### src/rtl/qdac_pkg.sv
package qdac_pkg;
    localparam int DATA_W  = 12;
    localparam int ADDR_W  = 2;
    localparam int SEL_W   = 2;
    localparam int FRAME_W = DATA_W + ADDR_W + SEL_W;
    localparam int CH_N    = 1 << SEL_W;
    localparam int CNT_W   = $clog2(FRAME_W + 1);

    // Field order inside a received word, MSB first on the wire
    typedef struct packed {
        logic [DATA_W-1:0] code;
        logic [ADDR_W-1:0] addr;
        logic [SEL_W-1:0]  sel;
    } frame_t;

    // Synchronised pin bundle
    typedef struct packed {
        logic fs_n;
        logic sck;
        logic sd;
        logic ld_n;
        logic clr_n;
    } pins_t;

    localparam pins_t PINS_IDLE = '{fs_n: 1'b1, sck: 1'b0, sd: 1'b0, ld_n: 1'b1, clr_n: 1'b1};

    function automatic logic addr_hit(frame_t f, logic [ADDR_W-1:0] strap);
        return f.addr == strap;
    endfunction
endpackage

### src/rtl/qdac_sync.sv
module qdac_sync #(
    parameter int            W      = 1,
    parameter int            STAGES = 2,
    parameter logic [W-1:0]  RST_VAL = '0
) (
    input  logic         clk,
    input  logic         rst,
    input  logic [W-1:0] d,
    output logic [W-1:0] q
);
    logic [W-1:0] stg [STAGES];

    always_ff @(posedge clk) begin
        if (rst) begin
            for (int i = 0; i < STAGES; i++) stg[i] <= RST_VAL;
        end else begin
            stg[0] <= d;
            for (int i = 1; i < STAGES; i++) stg[i] <= stg[i-1];
        end
    end

    assign q = stg[STAGES-1];
endmodule

### src/rtl/qdac_shifter.sv
module qdac_shifter
    import qdac_pkg::*;
(
    input  logic               clk,
    input  logic               rst,
    input  logic               fs_act,
    input  logic               sck_s,
    input  logic               sd_s,
    output logic [FRAME_W-1:0] sreg,
    output logic [CNT_W-1:0]   bit_cnt,
    output logic               wr_stb
);
    localparam logic [CNT_W-1:0] FULL = CNT_W'(FRAME_W);
    localparam logic [CNT_W-1:0] LAST = CNT_W'(FRAME_W - 1);

    logic sck_q;
    logic fall;

    assign fall = sck_q & ~sck_s;

    always_ff @(posedge clk) begin
        if (rst) begin
            sck_q   <= 1'b0;
            sreg    <= '0;
            bit_cnt <= '0;
            wr_stb  <= 1'b0;
        end else begin
            sck_q  <= sck_s;
            wr_stb <= 1'b0;
            if (!fs_act) begin
                bit_cnt <= '0;
            end else if (fall) begin
                sreg <= {sreg[FRAME_W-2:0], sd_s};
                if (bit_cnt != FULL) bit_cnt <= bit_cnt + 1'b1;
                if (bit_cnt == LAST) wr_stb <= 1'b1;
            end
        end
    end
endmodule

### src/rtl/qdac_latches.sv
module qdac_latches
    import qdac_pkg::*;
(
    input  logic                   clk,
    input  logic                   rst,
    input  logic                   wr_stb,
    input  frame_t                 frm,
    input  logic [ADDR_W-1:0]      strap,
    input  logic                   ld_act,
    input  logic                   clr_act,
    output logic [CH_N*DATA_W-1:0] in_words,
    output logic [CH_N*DATA_W-1:0] dac_words
);
    logic hit;
    assign hit = wr_stb && addr_hit(frm, strap);

    for (genvar g = 0; g < CH_N; g++) begin : g_ch
        logic [DATA_W-1:0] in_q;
        logic [DATA_W-1:0] dac_q;

        always_ff @(posedge clk) begin
            if (rst)                                in_q <= '0;
            else if (hit && frm.sel == SEL_W'(g))   in_q <= frm.code;
        end

        always_ff @(posedge clk) begin
            if (rst)          dac_q <= '0;
            else if (clr_act) dac_q <= '0;
            else if (ld_act)  dac_q <= in_q;
        end

        assign in_words[g*DATA_W +: DATA_W]  = in_q;
        assign dac_words[g*DATA_W +: DATA_W] = dac_q;
    end
endmodule

### src/rtl/qdac_serial_front.sv
module qdac_serial_front
    import qdac_pkg::*;
#(
    parameter int SYNC_STAGES = 2
) (
    input  logic                   clk,
    input  logic                   rst,
    input  logic                   fsync_n,
    input  logic                   sclk,
    input  logic                   sdi,
    input  logic [ADDR_W-1:0]      addr_strap,
    input  logic                   load_n,
    input  logic                   clear_n,
    output logic                   sdo,
    output logic [CH_N*DATA_W-1:0] dac_words
);
    pins_t               raw, syn;
    logic                fs_act, ld_act, clr_act, wr_stb;
    logic [FRAME_W-1:0]  sreg;
    logic [CNT_W-1:0]    bit_cnt;
    frame_t              frm;
    logic [CH_N*DATA_W-1:0] in_words;

    assign raw = '{fs_n: fsync_n, sck: sclk, sd: sdi, ld_n: load_n, clr_n: clear_n};

    qdac_sync #(.W($bits(pins_t)), .STAGES(SYNC_STAGES), .RST_VAL(PINS_IDLE)) u_sync (
        .clk(clk), .rst(rst), .d(raw), .q(syn)
    );

    assign fs_act  = ~syn.fs_n;
    assign ld_act  = ~syn.ld_n;
    assign clr_act = ~syn.clr_n;

    qdac_shifter u_shift (
        .clk(clk), .rst(rst), .fs_act(fs_act), .sck_s(syn.sck), .sd_s(syn.sd),
        .sreg(sreg), .bit_cnt(bit_cnt), .wr_stb(wr_stb)
    );

    assign frm = frame_t'(sreg);
    assign sdo = sreg[FRAME_W-1];

    qdac_latches u_lat (
        .clk(clk), .rst(rst), .wr_stb(wr_stb), .frm(frm), .strap(addr_strap),
        .ld_act(ld_act), .clr_act(clr_act), .in_words(in_words), .dac_words(dac_words)
    );
endmodule

### config.mk
export PLATFORM = sky130hd
export DESIGN_NAME = qdac_serial_front
export DESIGN_NICKNAME = d
export VERILOG_FILES = /design/src/rtl/qdac_pkg.sv /design/src/rtl/qdac_sync.sv /design/src/rtl/qdac_shifter.sv /design/src/rtl/qdac_latches.sv /design/src/rtl/qdac_serial_front.sv
export SDC_FILE = /design/constraint.sdc
export NUM_CORES = 1
export LEC_CHECK = 0
export ABC_AREA = 1
export CORE_ASPECT_RATIO = 1.1
export CORE_UTILIZATION = 60
export CTS_CLUSTER_DIAMETER = 120
export DETAILED_ROUTE_END_ITERATION = 8
export DONT_BUFFER_PORTS = 1
export PLACE_DENSITY_LB_ADDON = 0.2
export SETUP_SLACK_MARGIN = 0.02
export SLEW_MARGIN = 40
export SYNTH_ARGS = -nofsm -noshare
export SYNTH_HDL_FRONTEND = slang
export SYNTH_HIERARCHICAL = 1
export SYNTH_SLANG_ARGS = --single-unit
export TNS_END_PERCENT = 5
### constraint.sdc
create_clock -name clk -period 3.04 [get_ports clk]
set_clock_uncertainty 0.15 [all_clocks]
set_input_delay 0.152 -clock clk [delete_from_list [all_inputs] [get_ports clk]]
set_output_delay 0.152 -clock clk [all_outputs]
set_load 0.05 [all_outputs]
; ---- After elaboration in Yosys (flattened, before gate mapping)
; Memory sizes are Yosys's and may differ from the RTL's.
; Cells that the tools add are included.
[word_totals]
latchBits = 0
reg_bits = 119
input_bits = 9
mem_count = 1
word_cells = 44
rom_bits = 0
ram_bits = 10
[mem_list]
columns = name, depth, word_bits, rd, rd_clocked_by_memory_dff, write_ports, line
row1 = u_sync.stg, 2, 5, 2, 0, 2, qdac_sync.sv:11  ; logic [W-1:0] stg [STAGES];
[op_classes]
mul = 0
n_addsub = 1
shift = 0
eq_ne = 6
magnitude_cmp = 0
div = 0
reduce_logical = 11
bitwise_logic = 7
mux = 6
[op_table]
columns = op, n
row1 = 2-to-1 mux 5 bit, 2
row2 = adder 5 x 1 -> 5 bit (second input constant), 1
row3 = == test 5 x 4 -> 1 bit (second input constant), 1
row4 = logical AND 1 bit, 5
row5 = inequality test 5 bit (second input constant), 1
row6 = == test 2 bit (second input constant), 2
row7 = 2-to-1 mux 1 bit, 4
row8 = inverter 1 bit, 4
row9 = AND reduction 2 bit, 2
row10 = OR reduction 2 bit, 2
row11 = OR reduction 3 bit, 1
row12 = == test 2 x 1 -> 1 bit (second input constant), 1
row13 = == test 2 bit, 1
row14 = logical NOT 2 bit, 1
row15 = OR 1 bit, 2
row16 = AND 1 bit, 1

; ---- Depth between registers and ports, before layout
[depth]
word_depth = 4
depth_mapped = 9

; ---- Hierarchy
; The synthesis kept the hierarchy.
[by_module_without_submodules]
columns = mod, area_per_inst_um2, cells_each, instances
row1 = qdac_latches, 3972.6, 553, 1
row2 = qdac_shifter, 1083.5, 127, 1
row3 = qdac_sync, 316.6, 36, 1
row4 = qdac_serial_front, 11.3, 3, 1

; ---- Worst setup path after synthesis
; Ideal clock, no wire load.
[synth_timing]
path_kind = register -> register
from = register u_shift.sreg[3]
to = register u_lat.g_ch[1].in_q[0]
n_path_buf = 2
arrival_ns = 1.081
setup_slack_ns = 1.699
setup_ns = 0.110
required_time_ns = 2.780
stages_incl_launch_ff = 8
period_less_slack_ns = 1.341
path_cell_list = dfxtp_1 nand2_1 nand2_2 buf_2 buf_4 nand4_1 nand2_1 nor2_1
[synth_via]
elab_chain_cells = 3
[synth_rtl]
columns = element, line
row1 = start: declaration, qdac_shifter.sv:9  ; output logic [FRAME_W-1:0] sreg,
row2 = start signal: assignment, qdac_shifter.sv:33  ; sreg <= {sreg[FRAME_W-2:0], sd_s};
row3 = == test 2 bit, qdac_pkg.sv:28  ; return f.addr == strap;
row4 = logical AND 1 bit, qdac_latches.sv:15  ; assign hit = wr_stb && addr_hit(frm, strap);
row5 = logical AND 1 bit, qdac_latches.sv:23  ; else if (hit && frm.sel == SEL_W'(g)) in_q <= frm.code;
row6 = end signal: assignment, qdac_latches.sv:23
row7 = end: declaration, qdac_latches.sv:18  ; logic [DATA_W-1:0] in_q;
; No other way between the ends.
; A chain may end at the register's enable or synchronous reset.

==> results.md <==
- Outcome: completed
- Die Area: 0.00936 sq mm
- Crit path kind: flop to flop
- MaxCap Viol Count: 0
- Largest net degree at the start of global routing: 53
- Crit share post-route: 69.3%
- Htree depth: 4
- CP Capture Type: flop
- Critical Path Max Stage Delay: 560 ps
- TritonRoute pass-1 iters: 5
- Final setup vio count: 0
- Clk buf depth: 2
- # DRC: 0
- Mapped Area: 0.00538 sq mm
- Most common cell after layout, fill and taps aside: inv_1
- Core Area: 0.00854 sq mm
- TritonCTS clock tree: yes
- VDD IR max: 0.000566 V
- Post-synthesis adder-cell area fraction: 0.697%
- Die Y: 101 um
- Switching pwr: 936 uW
- Tmin final: 2110 ps
- Synth Area in Compound Gates: 11.4%
- Ordered cell list for the critical path: inv_1 -> nand2_4 -> nand2_1 -> a21oi_2 -> dlygate4sd3_1
- Largest family of logic cells by synthesized area: simple AND/OR/NAND/NOR gates
- I/O Pins: 58
- Simple-Gate Fraction of Synth Area: 24.6%
- Sequential share of power: 46.1%
- Syn-to-layout area delta: 11.1%
- Setup TNS: 0 ps
- Static Leak: 2.54 nW
- Clock sink count: 129
- Sw Ratio: 23.4%
- Total power: 3.99 mW
- Initial Utilization: 63.0%
- Clock power frac: 50.7%
- Row cnt: 35
- Fin area: 0.00598 sq mm
- Placement Cell Area: 0.00529 sq mm
- First-pass GRT wire length: 19,000 um
- Routed WL: 11,400 um
- Post-CTS Setup Inserts: 0
- ANT nets after route: 0
- Inserted Clock Buffers: 17
- Number of distinct library cells after synthesis: 25
- Initial antenna violation count: 0
- Vias per inst: 5.32
- Clock slew at reported path FFs: 60 ps
- Port bufs: 0
- Seq/Total Area, Yosys: 48.0%
- DP HPWL: 7140 um
- Element type at the critical path start: flop
- Crit path DAT: 2360 ps
- Warnings, synthesis: 6
- WL/cell: 13.8 um
- WHS Path Cells: 7
- Clock Tree Root: clkbuf_8
- Synth Instances: 719
- Tot GR Track Use: 26.0%
- Worst-skew pair later-pin latency: 510 ps
- Hold Path Class: input pin to flop
- Initial drt markers: 320
- Avg Cell Area, Syn: 7.49 sq um
- Post-synthesis register bit count: 129
- Commonest cells after routing, fill and taps aside: inv_1, nand2_1, dfxtp_1
- Vias in the first global route: 4,045
- Via total after detailed routing: 4,396
- Worst Path Required: 3290 ps
- Reg2reg path depth: 5
- Combinational fraction of design power: 3.3%
- XOR/XNOR Fraction of Synth Area: 0%
- Power per Cell Area: 668 mW/mm^2
- Pins Over Slew Limit: 0
- RePlAce Congestion: 0.819
- Die X: 92.3 um
- Cell internal pwr: 3.06 mW
- # diodes: 0
- Mux contribution to synthesized area: 0%
- Slew headroom: 44.5%
- Worst Max-Slew Pin Slew: 829 ps
- Final-report hold violation count: 0
- Unrepaired setup endpoints after global routing: false
- Layout cell share with drive strength beyond 1: 10.5%
- Gr ovfl total: 0
- Peak Freq: 475 MHz
- CP max FO: 18
- Post-synthesis net count: 731
- NumNets Final: 716
- CP max stage cell: inv_1
==> logic make-up after synthesis <==
kind of cell,count (synthesis)
DFF,129
and+or+nand+nor,284
AOI/OAI and AO/OA,112
buffers and inverters,191
adders and majority gates,3
==> synth_stat cells (all sizes together) <==
library cell / count / area share [%]
a211oi: 6 / 0.84
a21oi: 62 / 6.5
buf: 36 / 4.5
clkbuf: 13 / 0.91
dfxtp: 129 / 48
ha: 3 / 0.70
inv: 142 / 9.9
nand2: 140 / 10
nand3: 22 / 3.3
nand4: 49 / 5.7
nor2: 72 / 5.4
nor3: 1 / 0.093
o21ai: 44 / 4.1
==> power by group through the flow <==
stage	combinational (mW)	sequential, mW	clock [mW]
2_1_floorplan	0.107	1.87	0
4_1_cts	0.129	1.84	2.05
6_report	0.131	1.84	2.02
5_1_grt	0.149	1.84	2.13
3_5_place_dp	0.112	1.88	0
3_3_place_gp	0.107	1.88	0
==> path summary, 6_finish.rpt <==
kind,startpoint,to,slack (ps)
hold / removal,addr_strap[0],u_lat/g_ch[3].in_q[6]$_SDFFE_PP0P_,90
setup reg to reg,u_sync/stg[0][9]$_SDFF_PP1_,u_shift/sreg[7]$_SDFFE_PP0P_,930
hold reg to reg,u_sync/stg[0][2]$_SDFF_PP0_,u_sync/stg[0][7]$_SDFF_PP0_,260
setup / recovery,u_sync/stg[0][9]$_SDFF_PP1_,u_shift/sreg[7]$_SDFFE_PP0P_,930
==> worst max-delay path, delay by kind of cell, from the launching register on <==
family / cells / cell delay (ps)
compound gates: 1 / 50
buf+inv: 2 / 1110
flops: 1 / 300
simple gates: 2 / 390
==> per-layer routing <==
layer	vias up	global-route usage, %	wire length, um
met5	-	0	0
met4	0	9.98	170
met3	17	6.76	659
met2	136	43.5	5620
met1	2044	32.3	4940
li1	2199	-	-
==> sequential cells by signal (all words and copies together), names as in the netlist <==
register / count
u_sync/stg: 10
u_lat/g_ch.in_q: 48
u_shift/sck_q: 1
u_shift/wr_stb: 1
u_shift/bit_cnt: 5
u_shift/sreg: 16
u_lat/g_ch.dac_q: 48
==> through the flow <==
step / worst slack (ps) / std cells / hold WS [ps] / utilization (%)
4_1_cts: 943 / 827 / 67.5 / 70.0
5_1_grt: 812 / 827 / 116 / 70.0
3_3_place_gp: 1210 / 788 / 67.8 / 61.9
3_5_place_dp: 1150 / 788 / 69.5 / 61.9
6_report: 934 / 827 / 90.3 / 70.0
2_1_floorplan: 1700 / 719 / 73.2 / -
==> area by class of cell <==
| cell class | count | area [sq um] |
|---|---|---|
| flip-flops and latches | 129 | 2580 |
| fillers | 690 | 2560 |
| multi-input cells | 399 | 1980 |
| inverters | 142 | 536 |
| clock buffers | 19 | 442 |
| clock inverters | 12 | 156 |
| repair buffers | 15 | 143 |
| well taps | 111 | 139 |
==> what timing repair did <==
item / CTS / global route
resized for setup: 0 / 0
setup endpoints to repair: 0 / 0
hold buffers: 8 / 0
hold endpoints to repair: 73 / 0
(Power assumes the default switching activity.)
